$ cat src/rtl/radio_irq_pkg.sv
package radio_irq_pkg;

    // event source index inside the flag bank
    localparam int SRC_CNT   = 0;
    localparam int SRC_AFC   = 1;
    localparam int SRC_FS    = 2;
    localparam int SRC_MS    = 3;
    localparam int NUM_SRC   = 4;

    // mask register bit positions (software visible)
    localparam int MSK_CNT   = 0;
    localparam int MSK_FS    = 1;
    localparam int MSK_AFC   = 2;
    localparam int MSK_POL   = 3;
    localparam int MSK_MS    = 6;

    // identify byte bit positions (software visible)
    localparam int ID_CHG    = 0;
    localparam int ID_AFC    = 3;
    localparam int ID_CNT    = 5;

    // which read strobe clears a source
    typedef enum logic {
        CLR_BY_CTRL  = 1'b0,
        CLR_BY_RADIO = 1'b1
    } clr_grp_e;

    typedef struct packed {
        logic en_ms;
        logic pol_low;
        logic en_afc;
        logic en_fs;
        logic en_cnt;
    } mask_t;

    function automatic clr_grp_e src_clear_group(input int idx);
        return (idx == SRC_FS || idx == SRC_MS) ? CLR_BY_RADIO : CLR_BY_CTRL;
    endfunction

endpackage

$ cat src/rtl/rirq_status_track.sv
module rirq_status_track #(
    parameter int FS_W    = 3,
    localparam int THERM_W = (1 << FS_W) - 1
) (
    input  logic               clk,
    input  logic               rst_n,
    input  logic [FS_W-1:0]    fs_level_i,
    input  logic               stereo_i,
    input  logic               afc_oor_i,
    output logic [THERM_W:0]   status_o,
    output logic               afc_live_o,
    output logic               fs_evt_o,
    output logic               ms_evt_o,
    output logic               afc_evt_o
);

    typedef struct packed {
        logic               stereo;
        logic [THERM_W-1:0] therm;
        logic               afc;
    } trk_t;

    trk_t trk_d, trk_q;

    always_comb begin
        trk_d        = trk_q;
        trk_d.stereo = stereo_i;
        trk_d.therm  = {THERM_W{1'b1}} >> fs_level_i;
        trk_d.afc    = afc_oor_i;
    end

    // events compare the value being registered against the held one
    assign fs_evt_o  = (trk_d.therm != trk_q.therm);
    assign ms_evt_o  = (trk_d.stereo != trk_q.stereo);
    assign afc_evt_o = trk_d.afc & ~trk_q.afc;

    always_ff @(posedge clk or negedge rst_n) begin
        if (!rst_n) begin
            trk_q.stereo <= 1'b0;
            trk_q.therm  <= {THERM_W{1'b1}};
            trk_q.afc    <= 1'b0;
        end else begin
            trk_q <= trk_d;
        end
    end

    assign status_o   = {trk_q.stereo, trk_q.therm};
    assign afc_live_o = trk_q.afc;

    AST_THERM_SHAPE: assert property (@(posedge clk) disable iff (!rst_n)
        ((trk_q.therm & (trk_q.therm + 1'b1)) == '0));

    AST_AFC_EDGE_ONLY: assert property (@(posedge clk) disable iff (!rst_n)
        afc_live_o |-> !afc_evt_o);

endmodule

$ cat src/rtl/rirq_flag_bank.sv
module rirq_flag_bank
    import radio_irq_pkg::*;
(
    input  logic               clk,
    input  logic               rst_n,
    input  logic [NUM_SRC-1:0] set_i,
    input  logic               ctrl_rd_i,
    input  logic               radio_rd_i,
    output logic [NUM_SRC-1:0] flags_o,
    output logic [7:0]         id_o
);

    logic [NUM_SRC-1:0] flag_d, flag_q;

    for (genvar g = 0; g < NUM_SRC; g++) begin : g_flag
        logic clr_sel;
        always_comb begin
            if (src_clear_group(g) == CLR_BY_RADIO) clr_sel = radio_rd_i;
            else                                    clr_sel = ctrl_rd_i;
            // a new event wins over a clear in the same cycle
            flag_d[g] = (flag_q[g] & ~clr_sel) | set_i[g];
        end
    end

    always_ff @(posedge clk or negedge rst_n) begin
        if (!rst_n) flag_q <= '0;
        else        flag_q <= flag_d;
    end

    assign flags_o = flag_q;

    always_comb begin
        id_o          = 8'b1100_0000;
        id_o[ID_CNT]  = flag_q[SRC_CNT];
        id_o[ID_AFC]  = flag_q[SRC_AFC];
        id_o[ID_CHG]  = flag_q[SRC_FS] | flag_q[SRC_MS];
    end

    AST_SET_WINS: assert property (@(posedge clk) disable iff (!rst_n)
        set_i[SRC_CNT] |=> flags_o[SRC_CNT]);

    AST_CTRL_CLEARS: assert property (@(posedge clk) disable iff (!rst_n)
        (ctrl_rd_i && !set_i[SRC_AFC]) |=> !flags_o[SRC_AFC]);

    AST_RADIO_KEEPS_CNT: assert property (@(posedge clk) disable iff (!rst_n)
        (flags_o[SRC_CNT] && !ctrl_rd_i) |=> flags_o[SRC_CNT]);

endmodule

$ cat src/rtl/rirq_irq_out.sv
module rirq_irq_out
    import radio_irq_pkg::*;
(
    input  logic               clk,
    input  logic               rst_n,
    input  logic               mask_wr_i,
    input  logic [7:0]         mask_wdata_i,
    input  logic [NUM_SRC-1:0] flags_i,
    output logic               irq_o,
    output logic               pol_low_o
);

    mask_t mask_d, mask_q;
    logic  unused_rsv;
    logic  any_active;

    assign unused_rsv = ^{mask_wdata_i[7], mask_wdata_i[5], mask_wdata_i[4]};

    always_comb begin
        mask_d = mask_q;
        if (mask_wr_i) begin
            mask_d.en_cnt  = mask_wdata_i[MSK_CNT];
            mask_d.en_fs   = mask_wdata_i[MSK_FS];
            mask_d.en_afc  = mask_wdata_i[MSK_AFC];
            mask_d.pol_low = mask_wdata_i[MSK_POL];
            mask_d.en_ms   = mask_wdata_i[MSK_MS];
        end
    end

    always_ff @(posedge clk or negedge rst_n) begin
        if (!rst_n) mask_q <= '0;
        else        mask_q <= mask_d;
    end

    assign any_active = (flags_i[SRC_CNT] & mask_q.en_cnt)
                      | (flags_i[SRC_AFC] & mask_q.en_afc)
                      | (flags_i[SRC_FS]  & mask_q.en_fs)
                      | (flags_i[SRC_MS]  & mask_q.en_ms);

    assign irq_o     = any_active ^ mask_q.pol_low;
    assign pol_low_o = mask_q.pol_low;

    AST_IDLE_LEVEL: assert property (@(posedge clk) disable iff (!rst_n)
        (flags_i == '0) |-> (irq_o == pol_low_o));

    AST_MASK_TAKES: assert property (@(posedge clk) disable iff (!rst_n)
        mask_wr_i |=> (pol_low_o == $past(mask_wdata_i[MSK_POL])));

endmodule

$ cat src/rtl/radio_irq_ctrl.sv
module radio_irq_ctrl
    import radio_irq_pkg::*;
#(
    parameter int FS_W = 3,
    localparam int ST_W = 1 << FS_W
) (
    input  logic             clk,
    input  logic             rst_n,
    input  logic             mask_wr_i,
    input  logic [7:0]       mask_wdata_i,
    input  logic             cnt_done_i,
    input  logic             afc_oor_i,
    input  logic [FS_W-1:0]  fs_level_i,
    input  logic             stereo_i,
    input  logic             ctrl_stat_rd_i,
    input  logic             radio_stat_rd_i,
    output logic             irq_o,
    output logic [7:0]       irq_id_o,
    output logic [ST_W-1:0]  radio_stat_o,
    output logic             afc_live_o
);

    logic               fs_evt, ms_evt, afc_evt;
    logic [NUM_SRC-1:0] set_vec;
    logic [NUM_SRC-1:0] flags;
    logic               pol_low;

    rirq_status_track #(.FS_W(FS_W)) trk_i (
        .clk        (clk),
        .rst_n      (rst_n),
        .fs_level_i (fs_level_i),
        .stereo_i   (stereo_i),
        .afc_oor_i  (afc_oor_i),
        .status_o   (radio_stat_o),
        .afc_live_o (afc_live_o),
        .fs_evt_o   (fs_evt),
        .ms_evt_o   (ms_evt),
        .afc_evt_o  (afc_evt)
    );

    always_comb begin
        set_vec          = '0;
        set_vec[SRC_CNT] = cnt_done_i;
        set_vec[SRC_AFC] = afc_evt;
        set_vec[SRC_FS]  = fs_evt;
        set_vec[SRC_MS]  = ms_evt;
    end

    rirq_flag_bank flag_i (
        .clk        (clk),
        .rst_n      (rst_n),
        .set_i      (set_vec),
        .ctrl_rd_i  (ctrl_stat_rd_i),
        .radio_rd_i (radio_stat_rd_i),
        .flags_o    (flags),
        .id_o       (irq_id_o)
    );

    rirq_irq_out out_i (
        .clk          (clk),
        .rst_n        (rst_n),
        .mask_wr_i    (mask_wr_i),
        .mask_wdata_i (mask_wdata_i),
        .flags_i      (flags),
        .irq_o        (irq_o),
        .pol_low_o    (pol_low)
    );

    AST_ID_RESERVED: assert property (@(posedge clk) disable iff (!rst_n)
        (irq_id_o[7:6] == 2'b11) && (irq_id_o[4] == 1'b0)
        && (irq_id_o[2:1] == 2'b00));

    AST_CNT_SETS: assert property (@(posedge clk) disable iff (!rst_n)
        cnt_done_i |=> irq_id_o[ID_CNT]);

    AST_STEREO_BIT: assert property (@(posedge clk) disable iff (!rst_n)
        1'b1 |=> (radio_stat_o[ST_W-1] == $past(stereo_i)));

    AST_QUIET_CLEAR: assert property (@(posedge clk) disable iff (!rst_n)
        ($past(radio_stat_rd_i) && $stable(radio_stat_o)) |-> !irq_id_o[ID_CHG]);

    AST_IDLE_POL: assert property (@(posedge clk) disable iff (!rst_n)
        (irq_id_o == 8'hC0) |-> (irq_o == pol_low));

endmodule

$ cat config.mk
export PLATFORM = sky130hd
export DESIGN_NAME = radio_irq_ctrl
export DESIGN_NICKNAME = d
export VERILOG_FILES = /design/src/rtl/radio_irq_pkg.sv /design/src/rtl/rirq_status_track.sv /design/src/rtl/rirq_flag_bank.sv /design/src/rtl/rirq_irq_out.sv /design/src/rtl/radio_irq_ctrl.sv
export SDC_FILE = /design/constraint.sdc
export NUM_CORES = 1
export LEC_CHECK = 0
export ABC_CLOCK_PERIOD_IN_PS = 2600
export BUFFER_PORTS_ARGS = -buffer_cell sky130_fd_sc_hd__buf_2
export CAP_MARGIN = 15
export CORE_MARGIN = 3
export CORE_UTILIZATION = 49
export DETAILED_ROUTE_END_ITERATION = 8
export PLACE_DENSITY_LB_ADDON = 0.05
export SKIP_LAST_GASP = 1
export SYNTH_ARGS = -nofsm -noshare
export SYNTH_HDL_FRONTEND = slang
export SYNTH_SLANG_ARGS = --single-unit
$ cat constraint.sdc
create_clock -name clk -period 2.6 [get_ports clk]
set_clock_uncertainty 0.15 [all_clocks]
set_input_delay 0.13 -clock clk [delete_from_list [all_inputs] [get_ports clk]]
set_output_delay 0.13 -clock clk [all_outputs]
set_load 0.02 [all_outputs]
After elaboration in Yosys (flattened, before gate mapping)
Index checks and enable logic that the tools add are counted.
{ "word_totals": {"reg_bits": 18, "latchBits": 0, "ram_bits": 0, "romBits": 0, "inputBits": 19, "word_cells": 33, "mem_count": 0} }
{ "classes": {"add_sub_neg": 0, "n_mul": 0, "n_div": 0, "magnitude_cmp": 0, "n_eq_ne": 2, "n_shift": 1, "mux": 0, "n_bitwise": 21, "reduce_logical": 0} }
{ "op_table": {"columns": ["op", "n"], "rows": [
  ["$and A1 B1 Y1", 9],
  ["$or A1 B1 Y1", 8],
  ["$ne A7 B7 Y1", 1],
  ["$shr A7 B3 Y7 const A", 1],
  ["$not A1 Y1", 3],
  ["$ne A1 B1 Y1", 1],
  ["$xor A1 B1 Y1", 1]
]} }

Longest topological paths before layout
{ "depth": {"depth_word": 5, "depth_mapped": 5, "ltp_nobuf": 4} }

Cells and area by module
A second synthesis with hierarchy kept.
{ "unflattened": {"cells_unflattened": 75, "area_unflattened_um2": 862.1} }
{ "modules_own_cells": {"columns": ["module", "instances", "cells_each", "area_per_inst_um2", "seq_area_each_um2"], "rows": [
  ["rirq_status_track", 1, 42, 444.2, 234.0],
  ["rirq_irq_out", 1, 13, 214.0, 125.1],
  ["rirq_flag_bank", 1, 20, 203.9, 100.1]
]} }

Worst setup path before layout
OpenSTA, ideal clock, no wires.
{ "synth_timing": {"kind": "flip-flop to flip-flop", "from": "register trk_i.trk_q, in the netlist trk_i.status_o[5]", "to": "register flag_i.flag_q[2] (netlist: flag_i.flags_o[2])", "arrival_ns": 1.299, "path_slack_ns": 1.014, "stages_incl_launch_ff": 5, "path_buffers": 0, "period_less_slack_ns": 1.586, "cell_sequence": "dfstp_2 > inv_1 > a311o_1 > a211oi_1 > o211ai_1"} }
{ "synth_between": {"elab_chain_cells": 2} }
{ "synth_lines": {"columns": ["element", "line", "text"], "rows": [
  ["start: declaration", "rirq_status_track.sv:23", "trk_t trk_d, trk_q;"],
  ["start signal: assignment", "rirq_status_track.sv:43", "trk_q <= trk_d;"],
  ["$ne A7 B7 Y1", "rirq_status_track.sv:33", "assign fs_evt_o = (trk_d.therm != trk_q.therm);"],
  ["$or A1 B1 Y1", "rirq_flag_bank.sv:21", "flag_d[g] = (flag_q[g] & ~clr_sel) | set_i[g];"],
  ["named net flag_i.flag_d[2]", "rirq_flag_bank.sv:13", "logic [NUM_SRC-1:0] flag_d, flag_q;"],
  ["end signal: assignment", "rirq_flag_bank.sv:27", "else flag_q <= flag_d;"],
  ["end: declaration", "rirq_flag_bank.sv:13", null]
]} }
The timed path passes the listed nets, and every way through them passes these cells.
A chain may end at the register's enable or synchronous reset.

Final worst setup path
{ "layout_timing": {"from": "register flag_i.flag_q[1] (netlist: flag_i.flags_o[1])", "to": "output irq_o"} }
{ "layout_between": {"elab_chain_cells": 5} }
{ "layout_lines": {"columns": ["element", "line", "text"], "rows": [
  ["$and A1 B1 Y1", "rirq_irq_out.sv:36", "| (flags_i[SRC_AFC] & mask_q.en_afc)"],
  ["$or A1 B1 Y1", "rirq_irq_out.sv:36", null],
  ["$or A1 B1 Y1", "rirq_irq_out.sv:37", "| (flags_i[SRC_FS] & mask_q.en_fs)"],
  ["$or A1 B1 Y1", "rirq_irq_out.sv:38", "| (flags_i[SRC_MS] & mask_q.en_ms);"],
  ["$xor A1 B1 Y1", "rirq_irq_out.sv:40", "assign irq_o = any_active ^ mask_q.pol_low;"],
  ["end: declaration", "radio_irq_ctrl.sv:17", "output logic irq_o,"]
]} }
Every way passes these cells.

==> impl_metrics.yaml <==
drt:
  via_count: 696
  firstDrtPassIters: 4
  wirelength_mm: 1.75
  route.detailed.drc: 0
  drt_iter0_drc: 14
  post_drt_wl_per_cell_um: 13.2
  routed_via_density: 5.23
  drtAntennaViolNets: 0
placed_design:
  port_buffers: 28
  dpl.hpwl_mm: 1.17
  post_dp_cell_area_um2: 958
  place_inst: 112
  dpl_worst_slack_ns: 1.00
  gp_congestion: 0.740
pwr:
  p_leak_nw: 0.553
  ir_worst_vdd_v: 0.000442
  p_per_area_nw_per_um2: 509
  power_mw: 0.588
timing:
  setup_ws_ns: 0.801
  drv_slew: 0
  rsz0062_at_grt: "false"
  finalHoldViolCount: 0
  whs_ns: 0.00192
  post-route-period-util_pct: 69.2
  setup-tns-final_ns: 0
  timing.fmax_ghz: 0.556
  period_minus_slack_ns: 1.80
  setup-violations-final: 0
global_route:
  grt_first_pass_wirelength_mm: 2.66
  grt_overflow: 0
  grt_max_degree: 19
  grtUsageTotal_pct: 17.1
  grt_pass1_vias: 640
  antenna_found_initial: 0
hold_path:
  hp-class: "input pin to register"
  holdPathStages: 2
  hold_start: "mask_wr_i"
  holdPathEnd: "out_i.mask_q[2]"
yosys:
  synth-seq-cells: 18
  synth_seq_area_share_pct: 53.4
  syn-cell-area_um2: 860
  synth_ff_type: "dfrtp_1"
  ys_types: 33
  async_flop_share_pct: 100
  avgSynthCellArea_um2: 11.5
  yosysWarnings: 0
  synth-edff-count: 0
  syn_inst: 75
cts:
  cts_buffers: 3
  post_cts_buffers: 0
  htreeDepth: 1
  cts.sinks: 18
  clock-root-buffer: "clkbuf_4"
  clk_path_buf_depth: 2
  clkLatencyLatePin_ns: 0.29
  clk_pin_slew_ns: 0.10
  cts_tree: "done"
  ctsResizeCount: 0
layout:
  num-nets-final: 137
  final_cell_area_um2: 1150
  num_antenna_cells: 0
  finish.utilization_pct: 73.3
  layout-drive-gt1-share_pct: 39.3
  area_delta_synth_final_pct: 34.4
  final_cell_mix: "28 x buf_2, 17 x dlygate4sd3_1, 11 x dfrtp_1, 7 x inv_1, 7 x dfstp_2"
  layout.cells.non_filler: 133
  final_common_cell: "buf_2"
critical_path:
  reg2reg_slack_ns: 0.99
  cp-start-kind: "register"
  slowest_stage: "dfrtp_1"
  ff2ff_path_depth: 4
  endpoint_kind: "output port"
  cp_cell_sequence: "a22o_1 -> a221oi_1 -> xnor2_1 -> buf_2"
  critPathBufInv: 1
  crit_required_ns: 2.32
  crit_type: "register to output port"
  worstPathArrival_ns: 1.52
  slowest_delay_ns: 0.41
  timing.rr.start: "trk_i.status_o[5]"
  cp_max_fo: 3
  crit_family: "compound AO/OA/AOI/OAI gates"
  r2r_end: "flag_i.flags_o[2]"
floorplanning:
  pin_count: 37
  design.core.area_um2: 1580
  initial_utilization_pct: 54.5
  die-area_um2: 2290
  die_height_um: 47.9
  dieWidth_um: 47.9
  core.rowCount: 14
outcome:
  outcome: "complete, no violations"
flow_run:
  max_cap_violations: 0
worst max path at each step:
stage	from	cells after the start	end
floorplan	trk_i.status_o[5]	4	flag_i.flags_o[2]
global placement	trk_i.status_o[5]	4	flag_i.flags_o[2]
detailed placement	trk_i.status_o[5]	4	flag_i.flags_o[2]
CTS	flag_i.flags_o[1]	4	irq_o
global route	flag_i.flags_o[1]	4	irq_o
finish	flag_i.flags_o[1]	4	irq_o
report_power, final:
group	switching, mW	internal, mW	total (mW)
registers	0.0140	0.304	0.318
clock network	0.0858	0.0597	0.145
logic	0.0648	0.0595	0.124
total	0.165	0.423	0.588
final cells by class:
type | instances | area (µm²)
Fill cell | 116 | 422
Clock buffer | 4 | 26.3
Inverter | 7 | 26.3
Tap cell | 16 | 20.0
Multi-Input combinational cell | 43 | 313
Timing Repair Buffer | 45 | 310
Sequential cell | 18 | 459
registers in the layout, indices dropped and copies added (netlist names):
signal            count
out_i.pol_low_o       1
trk_i.status_o        8
trk_i.afc_live_o      1
out_i.mask_q          4
flag_i.flags_o        4
what timing repair did:
item / in CTS / in global routing
setup endpoints to repair: 0 / 0
endpoints found under the hold margin: 35 / 0
hold buffers: 17 / 0
cell usage after synthesis, types with 2 or more instances:
cell,count,area [µm²]
inv_1,7,26.3
conb_1,2,7.51
dfrtp_1,11,275
buf_4,7,52.6
nor2_1,3,11.3
o21ai_0,2,10.0
nand3_1,2,10.0
xnor2_1,2,17.5
xor2_1,2,17.5
a22o_1,2,17.5
mux2_2,5,56.3
dfstp_2,7,184
nand2_1,3,11.3
routing by layer:
metal	up-vias	share of wire, %	GRT usage [%]
li1	331	-	-
met1	324	45	20.7
met2	35	47	28.0
met3	6	6.5	3.38
met4	0	2.1	9.68
met5	-	0	0
kinds of logic after synthesis:
logic type,after synthesis,share of synthesized area (%)
other,2,0.874
multiplexers,6,7.71
buffers and inverters,17,11.5
AND/OR/NAND/NOR,13,8.73
XOR/XNOR,4,4.08
AO/OA/AOI/OAI,15,13.7
flip-flops,18,53.4
(Power assumes the default switching activity.)
